<file path="src/rtl/modem_pkg.sv">
package modem_pkg;
  localparam int MDM_LINES = 4;

  // bit positions of the handshake lines inside the level and delta nibbles
  localparam int IDX_CTS = 0;
  localparam int IDX_DSR = 1;
  localparam int IDX_RI  = 2;
  localparam int IDX_DCD = 3;

  typedef logic [MDM_LINES-1:0] mline_t;

  // control register, bit 0 at the bottom
  typedef struct packed {
    logic loop;
    logic out2;
    logic out1;
    logic rts;
    logic dtr;
  } mctl_t;

  localparam int MCTL_W = $bits(mctl_t);

  // only ring indicate reports its trailing edge alone
  localparam mline_t FALL_ONLY_MASK = mline_t'(1) << IDX_RI;
endpackage

</file>
<file path="src/rtl/modem_sync.sv">
module modem_sync #(
  parameter int WIDTH  = 4,
  parameter int STAGES = 2
) (
  input  logic             clk,
  input  logic             rst_n,
  input  logic [WIDTH-1:0] d,
  output logic [WIDTH-1:0] q
);
  logic [STAGES-1:0][WIDTH-1:0] stg;

  always_ff @(posedge clk or negedge rst_n) begin
    if (!rst_n) begin
      stg <= '0;
    end else begin
      stg[0] <= d;
      for (int i = 1; i < STAGES; i++) begin
        stg[i] <= stg[i-1];
      end
    end
  end

  assign q = stg[STAGES-1];
endmodule

</file>
<file path="src/rtl/modem_mctl.sv">
module modem_mctl
  import modem_pkg::*;
(
  input  logic              clk,
  input  logic              rst_n,
  input  logic              wr,
  input  logic [MCTL_W-1:0] wdata,
  output mctl_t             ctl,
  output logic              rts_n,
  output logic              dtr_n
);
  always_ff @(posedge clk or negedge rst_n) begin
    if (!rst_n) begin
      ctl <= '0;
    end else if (wr) begin
      ctl <= mctl_t'(wdata);
    end
  end

  // loopback parks both outputs in their inactive state
  assign rts_n = ctl.loop | ~ctl.rts;
  assign dtr_n = ctl.loop | ~ctl.dtr;
endmodule

</file>
<file path="src/rtl/modem_delta.sv">
module modem_delta #(
  parameter int               WIDTH     = 4,
  parameter logic [WIDTH-1:0] FALL_ONLY = '0
) (
  input  logic             clk,
  input  logic             rst_n,
  input  logic [WIDTH-1:0] lvl,
  input  logic             rd_clr,
  output logic [WIDTH-1:0] status_q,
  output logic [WIDTH-1:0] delta_q
);
  logic [WIDTH-1:0] chg;

  generate
    for (genvar g = 0; g < WIDTH; g++) begin : g_edge
      if (FALL_ONLY[g]) begin : g_fall
        assign chg[g] = status_q[g] & ~lvl[g];
      end else begin : g_any
        assign chg[g] = status_q[g] ^ lvl[g];
      end
    end
  endgenerate

  always_ff @(posedge clk or negedge rst_n) begin
    if (!rst_n) begin
      status_q <= '0;
      delta_q  <= '0;
    end else begin
      status_q <= lvl;
      // a new event at the read edge survives the clear
      delta_q  <= (delta_q & ~{WIDTH{rd_clr}}) | chg;
    end
  end
endmodule

</file>
<file path="src/rtl/modem_ctl_stat.sv">
module modem_ctl_stat
  import modem_pkg::*;
#(
  parameter int SYNC_STAGES = 2,
  parameter int DATA_W      = 8
) (
  input  logic              clk,
  input  logic              rst_n,
  input  logic              mcr_wr,
  input  logic              mcr_rd,
  input  logic              msr_wr,
  input  logic              msr_rd,
  input  logic [DATA_W-1:0] wdata,
  output logic [DATA_W-1:0] rdata,
  input  logic              mie,
  input  logic              cts_n,
  input  logic              dsr_n,
  input  logic              ri_n,
  input  logic              dcd_n,
  output logic              rts_n,
  output logic              dtr_n,
  output logic              irq,
  output logic              cts_ok
);
  localparam int MSR_W = 2 * MDM_LINES;

  mctl_t  ctl;
  mline_t ext_act;
  mline_t ext_sync;
  mline_t sel_lvl;
  mline_t stat_lvl;
  mline_t stat_delta;
  logic   unused_wr;

  // pins are active low; the status path works active high
  always_comb begin
    ext_act          = '0;
    ext_act[IDX_CTS] = ~cts_n;
    ext_act[IDX_DSR] = ~dsr_n;
    ext_act[IDX_RI]  = ~ri_n;
    ext_act[IDX_DCD] = ~dcd_n;
  end

  modem_sync #(
    .WIDTH  (MDM_LINES),
    .STAGES (SYNC_STAGES)
  ) u_sync (
    .clk   (clk),
    .rst_n (rst_n),
    .d     (ext_act),
    .q     (ext_sync)
  );

  modem_mctl u_mctl (
    .clk   (clk),
    .rst_n (rst_n),
    .wr    (mcr_wr),
    .wdata (wdata[MCTL_W-1:0]),
    .ctl   (ctl),
    .rts_n (rts_n),
    .dtr_n (dtr_n)
  );

  always_comb begin
    sel_lvl = ext_sync;
    if (ctl.loop) begin
      sel_lvl[IDX_CTS] = ctl.rts;
      sel_lvl[IDX_DSR] = ctl.dtr;
      sel_lvl[IDX_RI]  = ctl.out1;
      sel_lvl[IDX_DCD] = ctl.out2;
    end
  end

  modem_delta #(
    .WIDTH     (MDM_LINES),
    .FALL_ONLY (FALL_ONLY_MASK)
  ) u_delta (
    .clk      (clk),
    .rst_n    (rst_n),
    .lvl      (sel_lvl),
    .rd_clr   (msr_rd),
    .status_q (stat_lvl),
    .delta_q  (stat_delta)
  );

  always_comb begin
    rdata = '0;
    if (mcr_rd) begin
      rdata[MCTL_W-1:0] = ctl;
    end else if (msr_rd) begin
      rdata[MSR_W-1:0] = {stat_lvl, stat_delta};
    end
  end

  assign irq    = mie & (|stat_delta);
  assign cts_ok = stat_lvl[IDX_CTS];

  // the status register has no write path
  assign unused_wr = ^{msr_wr, wdata[DATA_W-1:MCTL_W]};
endmodule

</file>
<file path="config.mk">
export PLATFORM = sky130hd
export DESIGN_NAME = modem_ctl_stat
export DESIGN_NICKNAME = d
export VERILOG_FILES = /design/src/rtl/modem_pkg.sv /design/src/rtl/modem_sync.sv /design/src/rtl/modem_mctl.sv /design/src/rtl/modem_delta.sv /design/src/rtl/modem_ctl_stat.sv
export SDC_FILE = /design/constraint.sdc
export NUM_CORES = 1
export LEC_CHECK = 0
export ABC_AREA = 1
export BUFFER_PORTS_ARGS = -buffer_cell sky130_fd_sc_hd__buf_2
export CORE_ASPECT_RATIO = 0.75
export CORE_MARGIN = 3
export CORE_UTILIZATION = 36
export DETAILED_ROUTE_END_ITERATION = 6
export GPL_TIMING_DRIVEN = 0
export MAX_ROUTING_LAYER = met4
export PLACE_DENSITY = 0.64
export SYNTH_ARGS = -nofsm -noshare
export SYNTH_HDL_FRONTEND = slang
export SYNTH_SLANG_ARGS = --single-unit
</file>
<file path="constraint.sdc">
create_clock -name clk -period 2.3 [get_ports clk]
set_input_delay 0.46 -clock clk [delete_from_list [all_inputs] [get_ports clk]]
set_output_delay 0.46 -clock clk [all_outputs]
set_load 0.02 [all_outputs]
</file>
==> qor.txt, run 1 <==
share of cells above drive strength 1: 0.3588
YS warnings: 0
DRT antenna net count: 0
placed instance area: 0.001131 mm²
Layout area overhead: 20.26%
Synth top area share: 0.5455
cell area after synthesis: 963.4 µm²
Reg2Reg Setup Slack: 1290 ps
maximum vdd drop: 0.0003426 V
most common cell after layout, fill and taps aside: buf_2
Final min period: 1805 ps
Leakage: 0.6497 nW
Via density: 4.521
Syn Area/Cell: 9.445 µm²
final wirelength: 1861 µm
Initial Util: 0.3979
Startpoint Class: register
fill count: 245
register area share after synthesis: 0.5455
Worst Path Required: 1840 ps
WL/cell: 11.28 µm
Post-CTS Setup Bufs: 0
latest clock arrival within the worst-skew pair: 300 ps
Core Rows: 15
slew margin rel.: 0.6845
syn nets: 121
Setup crit end: rdata[4]
PostCTS Resize Cnt: 0
critical path launch point: u_mctl.ctl[4]
CTS buffer count: 3
Final Setup Violations: 0
PnR worst setup slack: 495.2 ps
CTS tree: done
Cells after Synth: 102
Die Area: 0.003339 mm²
DRC: 0
NumNets Final: 151
period utilization: 0.7847
Reg2Reg Capture Point: u_delta.delta_q[0]
vias: 746
leading cell types by total area after synthesis: dfrtp_1 (55%), nand2_1 (9.4%), inv_1 (7.8%)
#FFs+latches synth: 21
critical path class: reg -> out
Die Width: 65.74 µm
max-slew violation count: 0
core area: 0.002421 mm²
area leader, netlist: dfrtp_1
ANT cells: 0
final instance area: 0.001159 mm²
fmax: 554.1 MHz
status: finished clean
DR iter-0 viols: 45
gr usage total: 0.1243
Post-DP HPWL: 1473 µm
largest net degree at the start of global routing: 22
slew at the pin with the worst max-slew slack: 473.3 ps
clk_skew: 2.978 ps
root buf cell: clkbuf_4
initial antenna violation count: 0
maximum root-to-sink buffer count: 2
final hold vios: 0
dpl cells: 161
first-pass GRT wire length: 3042 µm
Setup TNS Final: 0 ps
port bufs: 25
iteration count of the initial detailed-routing pass: 4
hold crit path type: in -> async
Critical Path Sink Type: primary output
Total Power: 0.7814 mW
commonest cells after routing, fill and taps aside: buf_2 (26), nand2_1 (24), dfrtp_1 (21)
setup repair after global routing missed its margin: false
number of global-route vias before repair: 735
DIE HEIGHT: 50.80 µm
aggregate global routing overflow: 0
final std cells w/o fill: 165
Pwr Density: 674.4 mW/mm²
Sink Count: 21
crit path DAT: 1340 ps
CTS Hold Bufs: 0
IO Count: 31
GP Congestion: 0.7915
Setup WS pre-CTS: 510.8 ps
Layout Utilization: 0.4786
reg2reg path depth: 6
htree depth: 1
crit path max fanout: 10
Max Cap Viol: 0
clock slew seen by the registers of the worst setup and hold paths: 120 ps
worst reg2reg startpoint: u_mctl.ctl[4]
Hold Slack: 89.48 ps
Unique masters post-synth: 17
final cells by class:
class	instances	area [µm²]	share of cell area
clock inverter	1	5.005	0.004320
timing repair buffer	25	125.1	0.1080
buffer	3	36.28	0.03132
inverter	21	81.33	0.07019
clock buffer	3	22.52	0.01944
tap	34	42.54	0.03672
sequential	21	525.5	0.4536
multi-input combinational	57	320.3	0.2765
routing by layer:
metal / share of wire / track usage / routed length (µm) / vias to the layer above
met4: 0.0032 / 0.01034 / 6 / 0
met1: 0.46 / 0.1513 / 854 / 337
met3: 0.11 / 0.05817 / 196 / 2
met2: 0.43 / 0.1963 / 803 / 33
met5: 0 / - / 0 / -
li1: - / - / - / 374
cells by family after synthesis:
kind of cell | Yosys count | synth area share
simple gates | 45 | 0.2571
buf+inv | 24 | 0.1221
flops | 21 | 0.5455
compound gates | 12 | 0.07533
flip-flops by register name (all words and copies together) (netlist names):
register          count
u_delta.status_q      4
u_sync.stg            4
u_mctl.ctl            5
u_sync.q              4
u_delta.delta_q       4
worst min path at each step:
stage / startpoint / to / slack [ps] / cells past startpoint
2_1_floorplan: rst_n / u_delta.delta_q[0] / 160 / 0
3_3_place_gp: u_sync.stg[0] / u_sync.q[0] / 330 / 0
3_5_place_dp: u_sync.stg[3] / u_sync.q[3] / 340 / 0
4_1_cts: rst_n / u_sync.stg[2] / 100 / 1
5_1_grt: rst_n / u_delta.delta_q[0] / 110 / 1
6_report: rst_n / u_mctl.ctl[0] / 90 / 1
synthesized netlist by cell type, drive strengths merged:
cell    n
o21ai   7
nor2    4
dfrtp  21
inv    21
nand2  30
nand3  11
a31oi   1
buf     3
o22ai   4
worst max-delay path, cell delays in order (launching register included):
cell and delay (ps):
dfrtp_1 360, buf_6 140, inv_4 40, buf_12 140, o22ai_2 170, buf_2 190
where the power goes:
group / total [mW] / internal, mW / switching (mW) / leakage, nW
clock network: 0.177 / 0.0649 / 0.112 / 0.0177
logic: 0.179 / 0.0678 / 0.111 / 0.385
registers: 0.426 / 0.404 / 0.0215 / 0.247
Note: power is estimated with default switching activity, not from simulation.
==> inputs of run 2 (changes only) <==
clock period = 1.8 ns   (was 2.3 ns; I/O delays follow)
==> qor.txt, run 2 (synthesized netlist as in run 1, its figures left out) <==
status: finished clean
Die Area: 0.003339 mm² (unchanged)
worst reg2reg startpoint: u_mctl.ctl[4]
Reg2Reg Capture Point: u_delta.delta_q[0]
max-slew violation count: 0 (unchanged)
Max Cap Viol: 0 (unchanged)
fill count: 244 (-0.41%)
initial antenna violation count: 0 (unchanged)
most common cell after layout, fill and taps aside: buf_2
DRT antenna net count: 0 (unchanged)
GP Congestion: 0.7915 (unchanged)
CTS buffer count: 3 (unchanged)
final wirelength: 1884 µm (+1.2%)
max reg flops: 5 (unchanged)
Reg2Reg Setup Slack: 780 ps (-510 ps)
commonest cells after routing, fill and taps aside: buf_2 (26), nand2_1 (24), dfrtp_1 (21)
number of global-route vias before repair: 735 (unchanged)
port bufs: 25 (unchanged)
PostCTS Resize Cnt: 0 (unchanged)
period utilization: 0.9476
CTS tree: done
NumNets Final: 152 (+0.66%)
hold path depth: 2
first-pass GRT wire length: 3042 µm (unchanged)
placed instance area: 0.001131 mm² (unchanged)
Die Width: 65.74 µm (unchanged)
reg2reg path depth: 6 (unchanged)
WL/cell: 11.35 µm (+0.63%)
final hold vios: 0 (unchanged)
Leakage: 0.6539 nW (+0.64%)
Setup TNS Final: 0 ps (unchanged)
Final min period: 1706 ps
Via density: 4.458 (-1.4%)
iteration count of the initial detailed-routing pass: 4 (unchanged)
Pwr Density: 855.0 mW/mm² (+27%)
Startpoint Class: register
aggregate global routing overflow: 0 (unchanged)
Sink Count: 21 (unchanged)
gr usage total: 0.1243 (unchanged)
clock slew seen by the registers of the worst setup and hold paths: 110 ps (about the same)
Initial Util: 0.3979 (unchanged)
ANT cells: 0 (unchanged)
crit path DAT: 1350 ps (about the same)
setup repair after global routing missed its margin: false
latest clock arrival within the worst-skew pair: 300 ps (about the same)
critical path launch point: u_mctl.ctl[4]
Final Setup Violations: 0 (unchanged)
crit path max fanout: 10 (unchanged)
Worst Path Required: 1440 ps (-400 ps)
clk_skew: 1.623 ps (-1.355 ps)
share of cells above drive strength 1: 0.3561 (-0.002718)
DRC: 0 (unchanged)
slew margin rel.: 0.6912 (+0.006733)
maximum root-to-sink buffer count: 2 (unchanged)
CTS Hold Bufs: 1 (+1)
DIE HEIGHT: 50.80 µm (unchanged)
Hold Startpoint: dcd_n
largest net degree at the start of global routing: 22 (unchanged)
hold endpoint: u_sync.stg[3]
final instance area: 0.001169 mm² (+0.86%)
Post-DP HPWL: 1473 µm (unchanged)
core area: 0.002421 mm² (unchanged)
slew at the pin with the worst max-slew slack: 463.2 ps (-10.10 ps)
fmax: 586.3 MHz
vias: 740 (-0.80%)
maximum vdd drop: 0.0004384 V (+28%)
Post-CTS Setup Bufs: 0 (unchanged)
hold crit path type: in -> reg
Largest Register: u_mctl.ctl
critical path class: reg -> out
Critical Path Sink Type: primary output
Core Rows: 15 (unchanged)
DR iter-0 viols: 49 (+8.9%)
IO Count: 31 (unchanged)
htree depth: 1 (unchanged)
Layout area overhead: 21.30%
root buf cell: clkbuf_4
[run 2: changes by cell type in the layout (fill, tap and decap cells not counted)]
cell and change:
dlygate4sd3_1 +1
[run 2: critical path, stage by stage (launching register included)]
cell and delay, ps:
dfrtp_1 360, buf_6 140, inv_4 40, buf_12 140, o22ai_2 170, buf_2 190
[run 2: power by group]
part	leakage, nW	switching [mW]	total, mW	internal, mW
sequential	0.247	0.0274	0.544	0.517
combinational	0.389	0.142	0.230	0.0881
clock	0.0177	0.142	0.225	0.0829
[run 2: layer usage]
layer / wire (µm) / global-route usage
met2: 823 / 0.1963
met1: 861 / 0.1513
met5: 0 / -
met4: 6 / 0.01034
met3: 193 / 0.05817
[run 2: how the worst max path moves through the flow]
stage	endpoint	slack, ps	depth (start not counted)
CTS	rdata[4]	70	5
finish	rdata[4]	90	5
floorplan	rdata[0]	430	3
detailed placement	rdata[1]	210	5
global placement	rdata[1]	200	5
global route	rdata[4]	6	5
[run 2: final cells by class]
cell class	count	area [µm²]	share of cell area
buffer	3	36.28	0.03105
clock buffer	3	22.52	0.01927
clock inverter	1	5.005	0.004283
inverter	21	81.33	0.06959
multi-input combinational	57	320.3	0.2741
sequential	21	525.5	0.4497
tap	34	42.54	0.03640
timing repair buffer	26	135.1	0.1156
[run 2: metrics by stage]
stage          total power, mW    util  setup WS (ps)  hold slack (ps)  cells
2_1_floorplan           0.7072       -          433.8            64.41    102
3_3_place_gp            0.7782  0.4672          202.2            332.4    161
3_5_place_dp            0.7853  0.4672          210.8            335.8    161
4_1_cts                  1.015  0.4827          73.26            164.8    166
5_1_grt                  1.062  0.4827          5.722            165.6    166
6_report                0.9992  0.4827          94.24            178.5    166
==> inputs of run 3 (changes only) <==
ABC_AREA = 0   (was 1)
PLACE_DENSITY = 0.65   (was 0.64)
==> qor.txt, run 3 <==
status: finished clean
WL/cell: 11.78 µm (+3.8%)
vias: 582 (-21%)
DIE HEIGHT: 48.57 µm (-4.4%)
final hold vios: 0 (unchanged)
Unique masters post-synth: 16 (-1)
slew at the pin with the worst max-slew slack: 452.3 ps (-10.92 ps)
CTS buffer count: 3 (unchanged)
Hold Startpoint: dsr_n
latest clock arrival within the worst-skew pair: 300 ps (about the same)
maximum root-to-sink buffer count: 2 (unchanged)
Layout area overhead: 23.60%
DRC: 0 (unchanged)
setup repair after global routing missed its margin: false
clk_skew: 0.6292 ps (-0.9938 ps)
leading cell types by total area after synthesis: dfrtp_1 (60%), mux2_2 (7.8%), mux2_4 (5.2%)
Max Cap Viol: 0 (unchanged)
Post-synth ARST share: 1.000 (unchanged)
Cells after Synth: 69 (-32%)
largest net degree at the start of global routing: 22 (unchanged)
period utilization: 0.9345 (-0.01313)
GP Congestion: 0.6855 (-13%)
most common cell after layout, fill and taps aside: buf_2
iteration count of the initial detailed-routing pass: 4 (unchanged)
Largest Register: u_mctl.ctl
hold path depth: 2 (unchanged)
aggregate global routing overflow: 0 (unchanged)
crit path max fanout: 3 (-7)
critical path launch point: u_delta.delta_q[1]
hold endpoint: u_sync.stg[1]
first-pass GRT wire length: 2815 µm (-7.5%)
share of cells above drive strength 1: 0.4343 (+0.07828)
Initial Util: 0.4069 (+0.008976)
port bufs: 25 (unchanged)
Reg2Reg Capture Point: u_delta.delta_q[1]
Die Width: 62.75 µm (-4.5%)
crit path DAT: 1320 ps (-30 ps)
top-count cell post-synth: dfrtp_1
Reg2Reg Setup Slack: 660 ps (-120 ps)
max reg flops: 5 (unchanged)
fmax: 594.5 MHz (+1.4%)
CTS tree: done
register area share after synthesis: 0.6043 (+0.05886)
NumNets Final: 119 (-22%)
Post-DP HPWL: 1209 µm (-18%)
number of global-route vias before repair: 593 (-19%)
commonest cells after routing, fill and taps aside: buf_2 (26), dfrtp_1 (21), nor2b_1 (7)
Core Rows: 14 (-1)
Final Setup Violations: 0 (unchanged)
Syn Area/Cell: 12.60 µm² (+33%)
final wirelength: 1543 µm (-18%)
number of flops mapped to enable cells by yosys: 0 (unchanged)
#FFs+latches synth: 21 (unchanged)
Final min period: 1682 ps (-23.63 ps)
prevailing post-synth register cell: dfrtp_1
cell area after synthesis: 869.6 µm² (-9.7%)
YS warnings: 0 (unchanged)
clock slew seen by the registers of the worst setup and hold paths: 120 ps (about the same)
worst reg2reg startpoint: u_mctl.ctl[4]
reg2reg path depth: 4 (-2)
PostCTS Resize Cnt: 0 (unchanged)
Startpoint Class: register
Die Area: 0.003047 mm² (-8.7%)
slew margin rel.: 0.6985 (+0.007279)
Critical Path Sink Type: primary output
root buf cell: clkbuf_4
syn nets: 88 (-27%)
Pwr Density: 915.2 mW/mm² (+7.0%)
critical path class: reg -> out
ANT cells: 0 (unchanged)
IO Count: 31 (unchanged)
Sink Count: 21 (unchanged)
Via density: 4.443 (-0.34%)
Worst Path Required: 1440 ps (about the same)
Setup TNS Final: 0 ps (unchanged)
Synth top area share: 0.6043 (+0.05886)
gr usage total: 0.1209 (-0.003367)
core area: 0.002137 mm² (-12%)
htree depth: 1 (unchanged)
Leakage: 0.5185 nW (-21%)
initial antenna violation count: 0 (unchanged)
area leader, netlist: dfrtp_1
Post-synth top cells: dfrtp_1 (21), nor2b_1 (7), inv_1 (6), mux2_2 (6), nand2_1 (6)
DR iter-0 viols: 17 (-65%)
hold crit path type: in -> reg
max-slew violation count: 0 (unchanged)
maximum vdd drop: 0.0006025 V (+37%)
Total Power: 0.9836 mW (-1.6%)
DRT antenna net count: 0 (unchanged)
[run 3: changes by cell type in the layout (fill, tap and decap cells not counted), sizes merged, moves of 4 or more]
| cell | before | now |
|---|---|---|
| inv | 21 | 6 |
| nand2 | 30 | 6 |
| mux2 | 0 | 9 |
| nor2b | 0 | 7 |
| nor2 | 4 | 0 |
| nand3 | 11 | 0 |
| o21ai | 7 | 3 |
[run 3: cell families after synthesis]
logic type | Yosys count | share of synthesized area
multiplexers | 9 | 0.1295
buffers and inverters | 8 | 0.04460
AO/OA/AOI/OAI | 10 | 0.07482
AND/OR/NAND/NOR | 21 | 0.1468
flip-flops | 21 | 0.6043
[run 3: where the power goes]
group	total (mW)	internal [mW]	switching, mW
logic	0.201	0.0953	0.106
registers	0.556	0.520	0.0358
clock network	0.227	0.0845	0.142
[run 3: area by class of cell]
cell class	count	area [µm²]
Multi-Input combinational cell	40	305.3
Buffer	2	16.27
Inverter	6	22.52
Clock buffer	3	22.52
Fill cell	213	1062
Tap cell	32	40.04
Clock inverter	1	7.507
Sequential cell	21	525.5
Timing Repair Buffer	26	135.1
[run 3: worst max path at each step]
| stage | to | slack, ps | depth (start not counted) |
|---|---|---|---|
| floorplan | rdata[4] | 410 | 2 |
| global placement | rdata[6] | 290 | 4 |
| detailed placement | rdata[2] | 280 | 4 |
| CTS | irq | 100 | 2 |
| global route | irq | 70 | 2 |
| finish | irq | 120 | 2 |
[run 3: timing repair]
item | in CTS | in global routing
setup buffers | 0 | 0
hold endpoints to repair | 21 | 0
hold buffers | 1 | 0
[run 3: per-layer routing]
layer	vias up	global-route usage	share of wire
li1	287	-	-
met1	268	0.1510	0.47
met2	27	0.1823	0.42
met3	0	0.06250	0.10
met4	0	0.01099	0
met5	-	-	0
[run 3: critical path, cell delays in order (launching register included)]
cell     delay (ps)
dfrtp_1         420
o41a_1          440
buf_2           170
[run 3: through the flow]
stage	worst slack (ps)	hold slack (ps)	area, µm²	cells	util
after floorplan	413.5	64.41	869.6	69	-
after global placement	285.0	331.2	1035	126	0.4842
after detailed placement	281.1	334.7	1035	126	0.4842
after CTS	98.20	172.4	1075	131	0.5029
after global routing	65.55	158.6	1075	131	0.5029
final	117.9	180.2	1075	131	0.5029
